===== config.mk =====
export PLATFORM = sky130hd
export DESIGN_NAME = ivi_device
export DESIGN_NICKNAME = d
export VERILOG_FILES = /design/src/rtl/ivi_pkg.sv /design/src/rtl/ivi_src.sv /design/src/rtl/ivi_ctrl.sv /design/src/rtl/ivi_ack_chain.sv /design/src/rtl/ivi_device.sv
export SDC_FILE = /design/constraint.sdc
export NUM_CORES = 1
export LEC_CHECK = 0
export CORE_AREA = 3 3 40 42
export DETAILED_ROUTE_END_ITERATION = 10
export DIE_AREA = 0 0 43 45
export DONT_BUFFER_PORTS = 1
export PLACE_DENSITY = 0.47
export SLEW_MARGIN = 20
export SYNTH_ARGS = -nofsm -noshare
export SYNTH_HDL_FRONTEND = slang
export SYNTH_SLANG_ARGS = --single-unit

===== constraint.sdc =====
create_clock -name clk -period 1 [get_ports clk]
set_input_delay 0.05 -clock clk [delete_from_list [all_inputs] [get_ports clk]]
set_output_delay 0.05 -clock clk [all_outputs]
set_load 0.05 [all_outputs]

===== src/rtl/ivi_pkg.sv =====
package ivi_pkg;
  localparam int NSRC     = 2;
  localparam int FLAG_LSB = 0;
  localparam int REQ_LSB  = FLAG_LSB + NSRC;

  typedef enum logic [0:0] {
    ADDR_CTRL = 1'b0,
    ADDR_STAT = 1'b1
  } ivi_addr_e;
endpackage


===== src/rtl/ivi_src.sv =====
module ivi_src (
  input  logic clk,
  input  logic rst_n,
  input  logic flag,
  input  logic en,
  input  logic clr,
  output logic req
);
  always_ff @(posedge clk) begin
    if (!rst_n)          req <= 1'b0;
    else if (clr)        req <= 1'b0;
    else if (flag && en) req <= 1'b1;
  end

  AST_SET_ON_ENABLED: assert property (@(posedge clk) disable iff (!rst_n)
    (flag && en && !clr) |=> req);
  AST_NO_SET_DISABLED: assert property (@(posedge clk) disable iff (!rst_n)
    (!en && !req) |=> !req);
  AST_CLEAR_WINS: assert property (@(posedge clk) disable iff (!rst_n)
    clr |=> !req);
endmodule


===== src/rtl/ivi_ctrl.sv =====
module ivi_ctrl
  import ivi_pkg::*;
#(
  parameter int DATA_W = 8
) (
  input  logic              clk,
  input  logic              rst_n,
  input  logic              reg_addr,
  input  logic              reg_wr,
  input  logic [DATA_W-1:0] reg_wdata,
  input  logic [NSRC-1:0]   flags,
  input  logic [NSRC-1:0]   reqs,
  input  logic [NSRC-1:0]   served,
  output logic [NSRC-1:0]   en,
  output logic [NSRC-1:0]   clr,
  output logic [DATA_W-1:0] rdata
);
  logic wr_ctrl, wr_stat;
  assign wr_ctrl = reg_wr && (reg_addr == ADDR_CTRL);
  assign wr_stat = reg_wr && (reg_addr == ADDR_STAT);

  always_ff @(posedge clk) begin
    if (!rst_n)       en <= '0;
    else if (wr_ctrl) en <= reg_wdata[NSRC-1:0];
  end

  always_comb begin
    clr = served;
    if (wr_stat) clr = clr | reg_wdata[REQ_LSB +: NSRC];
  end

  always_comb begin
    rdata = '0;
    if (reg_addr == ADDR_CTRL) begin
      rdata[NSRC-1:0] = en;
    end else begin
      rdata[FLAG_LSB +: NSRC] = flags;
      rdata[REQ_LSB +: NSRC]  = reqs;
    end
  end

  AST_ENABLE_LOAD: assert property (@(posedge clk) disable iff (!rst_n)
    wr_ctrl |=> (en == $past(reg_wdata[NSRC-1:0])));
endmodule


===== src/rtl/ivi_ack_chain.sv =====
module ivi_ack_chain #(
  parameter int               VEC_W    = 8,
  parameter logic [VEC_W-1:0] VEC_CODE = '1
) (
  input  logic             clk,
  input  logic             rst_n,
  input  logic             pend,
  input  logic             ack_in,
  output logic             irq,
  output logic             ack_out,
  output logic             vec_valid,
  output logic [VEC_W-1:0] vec_data
);
  logic answered;

  assign irq       = pend && !answered;
  assign vec_valid = ack_in && irq;
  assign ack_out   = ack_in && !irq;
  assign vec_data  = vec_valid ? VEC_CODE : '0;

  always_ff @(posedge clk) begin
    if (!rst_n)         answered <= 1'b0;
    else if (vec_valid) answered <= 1'b1;
    else if (!pend)     answered <= 1'b0;
  end

  AST_PASS_THROUGH: assert property (@(posedge clk) disable iff (!rst_n)
    !irq |-> (ack_out == ack_in));
  AST_BLOCK_AND_OFFER: assert property (@(posedge clk) disable iff (!rst_n)
    (irq && ack_in) |-> (!ack_out && vec_valid && vec_data == VEC_CODE));
  AST_IDLE_BUS_ZERO: assert property (@(posedge clk) disable iff (!rst_n)
    !vec_valid |-> (vec_data == '0));
  AST_WITHDRAW: assert property (@(posedge clk) disable iff (!rst_n)
    (ack_in && irq) |=> !irq);
endmodule


===== src/rtl/ivi_device.sv =====
module ivi_device
  import ivi_pkg::*;
#(
  parameter int               DATA_W   = 8,
  parameter int               VEC_W    = 8,
  parameter logic [VEC_W-1:0] VEC_CODE = 8'hA5
) (
  input  logic              clk,
  input  logic              rst_n,
  input  logic              in_rdy,
  input  logic              out_rdy,
  input  logic              in_served,
  input  logic              out_served,
  input  logic              reg_addr,
  input  logic              reg_wr,
  input  logic [DATA_W-1:0] reg_wdata,
  output logic [DATA_W-1:0] reg_rdata,
  output logic              irq,
  input  logic              ack_in,
  output logic              ack_out,
  output logic              vec_valid,
  output logic [VEC_W-1:0]  vec_data
);
  logic [NSRC-1:0] flags, served, en, clr, reqs;
  logic            pend;

  assign flags  = {out_rdy, in_rdy};
  assign served = {out_served, in_served};
  assign pend   = |(reqs & en);

  ivi_ctrl #(.DATA_W(DATA_W)) u_ctrl (
    .clk(clk), .rst_n(rst_n), .reg_addr(reg_addr), .reg_wr(reg_wr),
    .reg_wdata(reg_wdata), .flags(flags), .reqs(reqs), .served(served),
    .en(en), .clr(clr), .rdata(reg_rdata)
  );

  for (genvar g = 0; g < NSRC; g++) begin : g_src
    ivi_src u_src (
      .clk(clk), .rst_n(rst_n), .flag(flags[g]), .en(en[g]),
      .clr(clr[g]), .req(reqs[g])
    );
  end

  ivi_ack_chain #(.VEC_W(VEC_W), .VEC_CODE(VEC_CODE)) u_chain (
    .clk(clk), .rst_n(rst_n), .pend(pend), .ack_in(ack_in), .irq(irq),
    .ack_out(ack_out), .vec_valid(vec_valid), .vec_data(vec_data)
  );

  AST_IRQ_NEEDS_ENABLED_REQ: assert property (@(posedge clk) disable iff (!rst_n)
    irq |-> (|(reqs & en)));
endmodule


======== Word level (Yosys, flattened, before mapping) ========
Index checks and enable logic that the tools add are counted.
storage, ports and cells
  register bits ........................... 5
  input port bits ......................... 17
  output and inout port bits .............. 19
cells by class
  equal/unequal tests ..................... 1
  muxes and demuxes ....................... 6
  bitwise gates (word level) .............. 4
  reductions and logical operators ........ 12
operators by type and width
  kind                  number
  $mux W8               1
  $logic_and A1 B1 Y1   7
  $mux W2               3
  $reduce_or A2 Y1      3
  $and A2 B2 Y2         1
  $logic_not A1 Y1      2
  $mux W1               2
  $ne A2 B2 Y1 const B  1
  $not A1 Y1            2
  $or A2 B2 Y2          1

======== Longest topological paths before layout ========
  depth in word-level cells ............... 5
  depth in mapped cells ................... 4

======== Cells and area by module ========
A second synthesis with hierarchy kept.
second synthesis, totals
  cell total of the unflattened synthesis .. 41
  area total of the unflattened synthesis .. 374.1 µm²
by module, submodules not included
  module         instances  cells each  area each (µm²)  sequential area each (µm²)
  ivi_ctrl       1          20          170.2            40.0
  ivi_ack_chain  1          14          120.1            20.0
  ivi_src        2          3           37.5             20.0
  ivi_device     1          1           8.8              0.0

======== Least setup slack after synthesis ========
No wires, ideal clock.
  kind .................................... register to output
  start point ............................. register u_ctrl.en[0]
  end point ............................... output vec_data[0]
  arrival time ............................ 1790 ps
  required time ........................... 950 ps
  slack ................................... -840 ps
  stages on the path, launching flop included .. 5
  buffers on the path ..................... 1
  path through ............................ dfxtp_1 a22oi_2 nor2_2 and2_1 buf_4
between the ends
  longest elaborated chain between the ends .. 5
ends and longest elaborated chain
  what                      RTL line             text
  start: declaration        ivi_ctrl.sv:14       output logic [NSRC-1:0] en,
  start signal: assignment  ivi_ctrl.sv:24       else if (wr_ctrl) en <= reg_wdata[NSRC-1:0];
  $and A2 B2 Y2             ivi_device.sv:29     assign pend = |(reqs & en);
  $reduce_or A2 Y1          ivi_device.sv:29
  $logic_and A1 B1 Y1       ivi_ack_chain.sv:16  assign irq = pend && !answered;
  named net irq             ivi_device.sv:18     output logic irq,
  $logic_and A1 B1 Y1       ivi_ack_chain.sv:17  assign vec_valid = ack_in && irq;
  named net vec_valid       ivi_device.sv:21     output logic vec_valid,
  $mux W8                   ivi_ack_chain.sv:19  assign vec_data = vec_valid ? VEC_CODE : '0;
  end: declaration          ivi_device.sv:22     output logic [VEC_W-1:0] vec_data
The timed path passes the listed nets, and every way through them passes these cells.

======== Worst setup path after layout ========
  start point ............................. register g_src[0].u_src.req
  end point ............................... output vec_data[2]
between the ends
  longest elaborated chain between the ends .. 5
ends and longest elaborated chain
  what                      RTL line             text
  start: declaration        ivi_src.sv:7         output logic req
  start signal: assignment  ivi_src.sv:10        if (!rst_n) req <= 1'b0;
  start signal: assignment  ivi_src.sv:11        else if (clr) req <= 1'b0;
  start signal: assignment  ivi_src.sv:12        else if (flag && en) req <= 1'b1;
  $and A2 B2 Y2             ivi_device.sv:29
  $reduce_or A2 Y1          ivi_device.sv:29
  $logic_and A1 B1 Y1       ivi_ack_chain.sv:16
  $logic_and A1 B1 Y1       ivi_ack_chain.sv:17
  $mux W8                   ivi_ack_chain.sv:19
Every way passes these cells.

==> results.toml <==
[setup_path]
worst-setup-path-type = "reg2out"
cp_top_family = "flip-flops"
path_max_fanout = 3
cp_cell_sequence = "a22oi_2 -> nor2_4 -> and2_4 -> buf_12"
cp_data_arrival_time_ns = 1.23
critPathBufInv = 1
cp-start-kind = "flip-flop"
slowest_delay_ns = 0.32
slowest_stage = "dfxtp_2"
endpoint_kind = "output pin"
cp.required_ns = 0.95

[grt]
grtUsageMet1_pct = 8.94
antenna_found_initial = 0
grt_overflow = 0
grt-busiest-layer = "met2"
use_met2_pct = 14.4
grtUsageMet3_pct = 6.77
grt_pass1_vias = 297
grt_pass1_wl_um = 1260
grt_use_total_pct = 9.50
grt_max_degree = 8

[floorplanning]
dieHeight_um = 45
io_pins = 36
die_area_sq_mm = 0.00194
coreArea_sq_mm = 0.00128
rows = 13
start_util_pct = 28.4
die_x_um = 43

[sta]
grt_setup_unrepaired = "yes"
timing.hold.ws_ns = 0.00960
setup_violations = 9
max_freq_mhz = 780
post-route-period-util_pct = 128
fin_setup_tns_ns = -1.98
period_minus_slack_ns = 1.28
skew_ns = 0.000855
fin_ws_ns = -0.283
hold_violations = 0
maxSlewViolCount = 0

[place]
place_area_sq_um = 452
port_buffers = 0
globalplace.congestion = 0.652
pre_cts_ws_ns = -0.0311
dp.cells = 58

[run_status]
status = "finished, violations left"
failed_checks = "negative setup slack"

[clock_network]
clock-root-buffer = "clkbuf_4"
cts_num_sinks = 5
cts_made_buffers = 3
cts_tree = "built"
cts.path.max_buffers = 2
clk_latency_ns = 0.24
htree_levels = 1
path_clk_slew_ns = 0.04

[drt]
dr.pass1.iters = 4
drt_iter0_markers = 2
via_count = 295
routedWlPerCell_um = 12.4
wirelength_um = 843
ant_nets = 0
post_drt_via_cell_ratio = 4.34
drc = 0

[synthesis]
yosysWarnings = 0
avgSynthCellArea_sq_um = 9.37
synth_cell_types = 16
yosys_register_bits = 5
syn_area_sq_um = 365
seq_area_frac_synth_pct = 27.4
syn-instance-count = 39

[power_and_ir_drop]
total_power_mw = 0.624
power_density_mw_per_mm2 = 1120
leakage_nw = 0.242
ir_drop_mv = 0.389

[final_layout]
drive_above_1_share_pct = 52.8
diodes = 0
stdcell_area_sq_um = 558
final_cells = 68
fillCellCount = 134
area_growth_syn_to_layout_pct = 52.7
post-route-util_pct = 43.4
nets = 71

[job]
drv_cap = 0

[min_path]
min_path_type = "in2reg"
[cell families (layout without fill, tap and decap cells)]
kind of cell	Yosys count	in the layout	share of synthesized area (%)
compound gates	4	4	7.53
buf+inv	12	19	24.7
flops	5	5	27.4
mux	4	4	11.6
other cells	1	8	1.03
simple gates	13	13	27.7
[cells in the mapped netlist]
cell / n / area, sq um
o21ai_0: 1 / 5.00
a21oi_1: 2 / 10.0
nor2b_1: 3 / 18.8
nor2b_2: 1 / 8.76
nor2_2: 1 / 6.26
dfxtp_1: 5 / 100
and3_1: 2 / 12.5
mux2_2: 2 / 22.5
conb_1: 1 / 3.75
a22oi_2: 1 / 12.5
nor4b_2: 2 / 30.0
and2_2: 2 / 15.0
nor2_1: 1 / 3.75
buf_4: 12 / 90.1
mux2i_1: 2 / 20.0
and2_1: 1 / 6.26
[cells in the final DEF, fill, tap and decap left out, types with 2 or more instances in the layout]
master	instances
and3_1	2
nor4b_2	2
mux2i_1	2
and2_4	3
dlygate4sd3_1	5
buf_6	3
nor2b_1	2
dfxtp_2	4
buf_4	3
buf_12	4
conb_1	8
clkbuf_4	3
a21oi_1	2
nor2b_2	2
mux2_4	2
[worst register-to-register path, stage by stage (launching register included)]
cell     delay (ns)
dfxtp_2        0.34
buf_6          0.10
a21oi_1        0.06
nor4b_2        0.20
[where the power goes]
part           leakage [nW]  switching [mW]  total (mW)  internal, mW
Clock                0.0150          0.0834       0.234         0.151
Sequential           0.0424         0.00405       0.210         0.206
Combinational         0.185           0.123       0.179        0.0563
[timing repair]
| action | CTS | global route |
|---|---|---|
| pin swaps | 1 | 4 |
| endpoints found under the setup margin | 11 | 10 |
| hold buffers | 5 | 0 |
| cloned | 0 | 0 |
| buffers inserted | 1 | 0 |
| endpoints found under the hold margin | 5 | 0 |
| resized for setup | 6 | 2 |
[per-layer routing]
layer	part of all wire, %	vias up
li1	-	139
met1	33	135
met2	54	19
met3	12	2
met4	0.59	0
met5	0	-
[state kept, by name, summed over array words and instances (netlist names)]
signal	count
u_ctrl.en	2
u_chain.answered	1
g_src.u_src.req	2
[worst paths after layout]
path                                         from                         endpoint  slack (ns)  cells after the start
setup / recovery  g_src[0].u_src.req$_SDFFE_PP0P_                      vec_data[2]       -0.28                      4
hold / removal                       reg_wdata[1]        u_ctrl.en[1]$_SDFFE_PN0P_        0.01                      2
setup reg to reg        u_ctrl.en[0]$_SDFFE_PN0P_  g_src[0].u_src.req$_SDFFE_PP0P_        0.21                      3
hold reg to reg   g_src[1].u_src.req$_SDFFE_PP0P_    u_chain.answered$_SDFFE_PN0P_        0.54                      2
[cell type report]
cell class	instances	area [sq um]	area share, %
Timing Repair Buffer	15	186	33.4
Multi-Input combinational cell	29	221	39.7
Tap cell	15	18.8	3.36
Sequential cell	5	105	18.8
Clock buffer	4	26.3	4.71
Note: power is estimated with default switching activity, not from simulation.
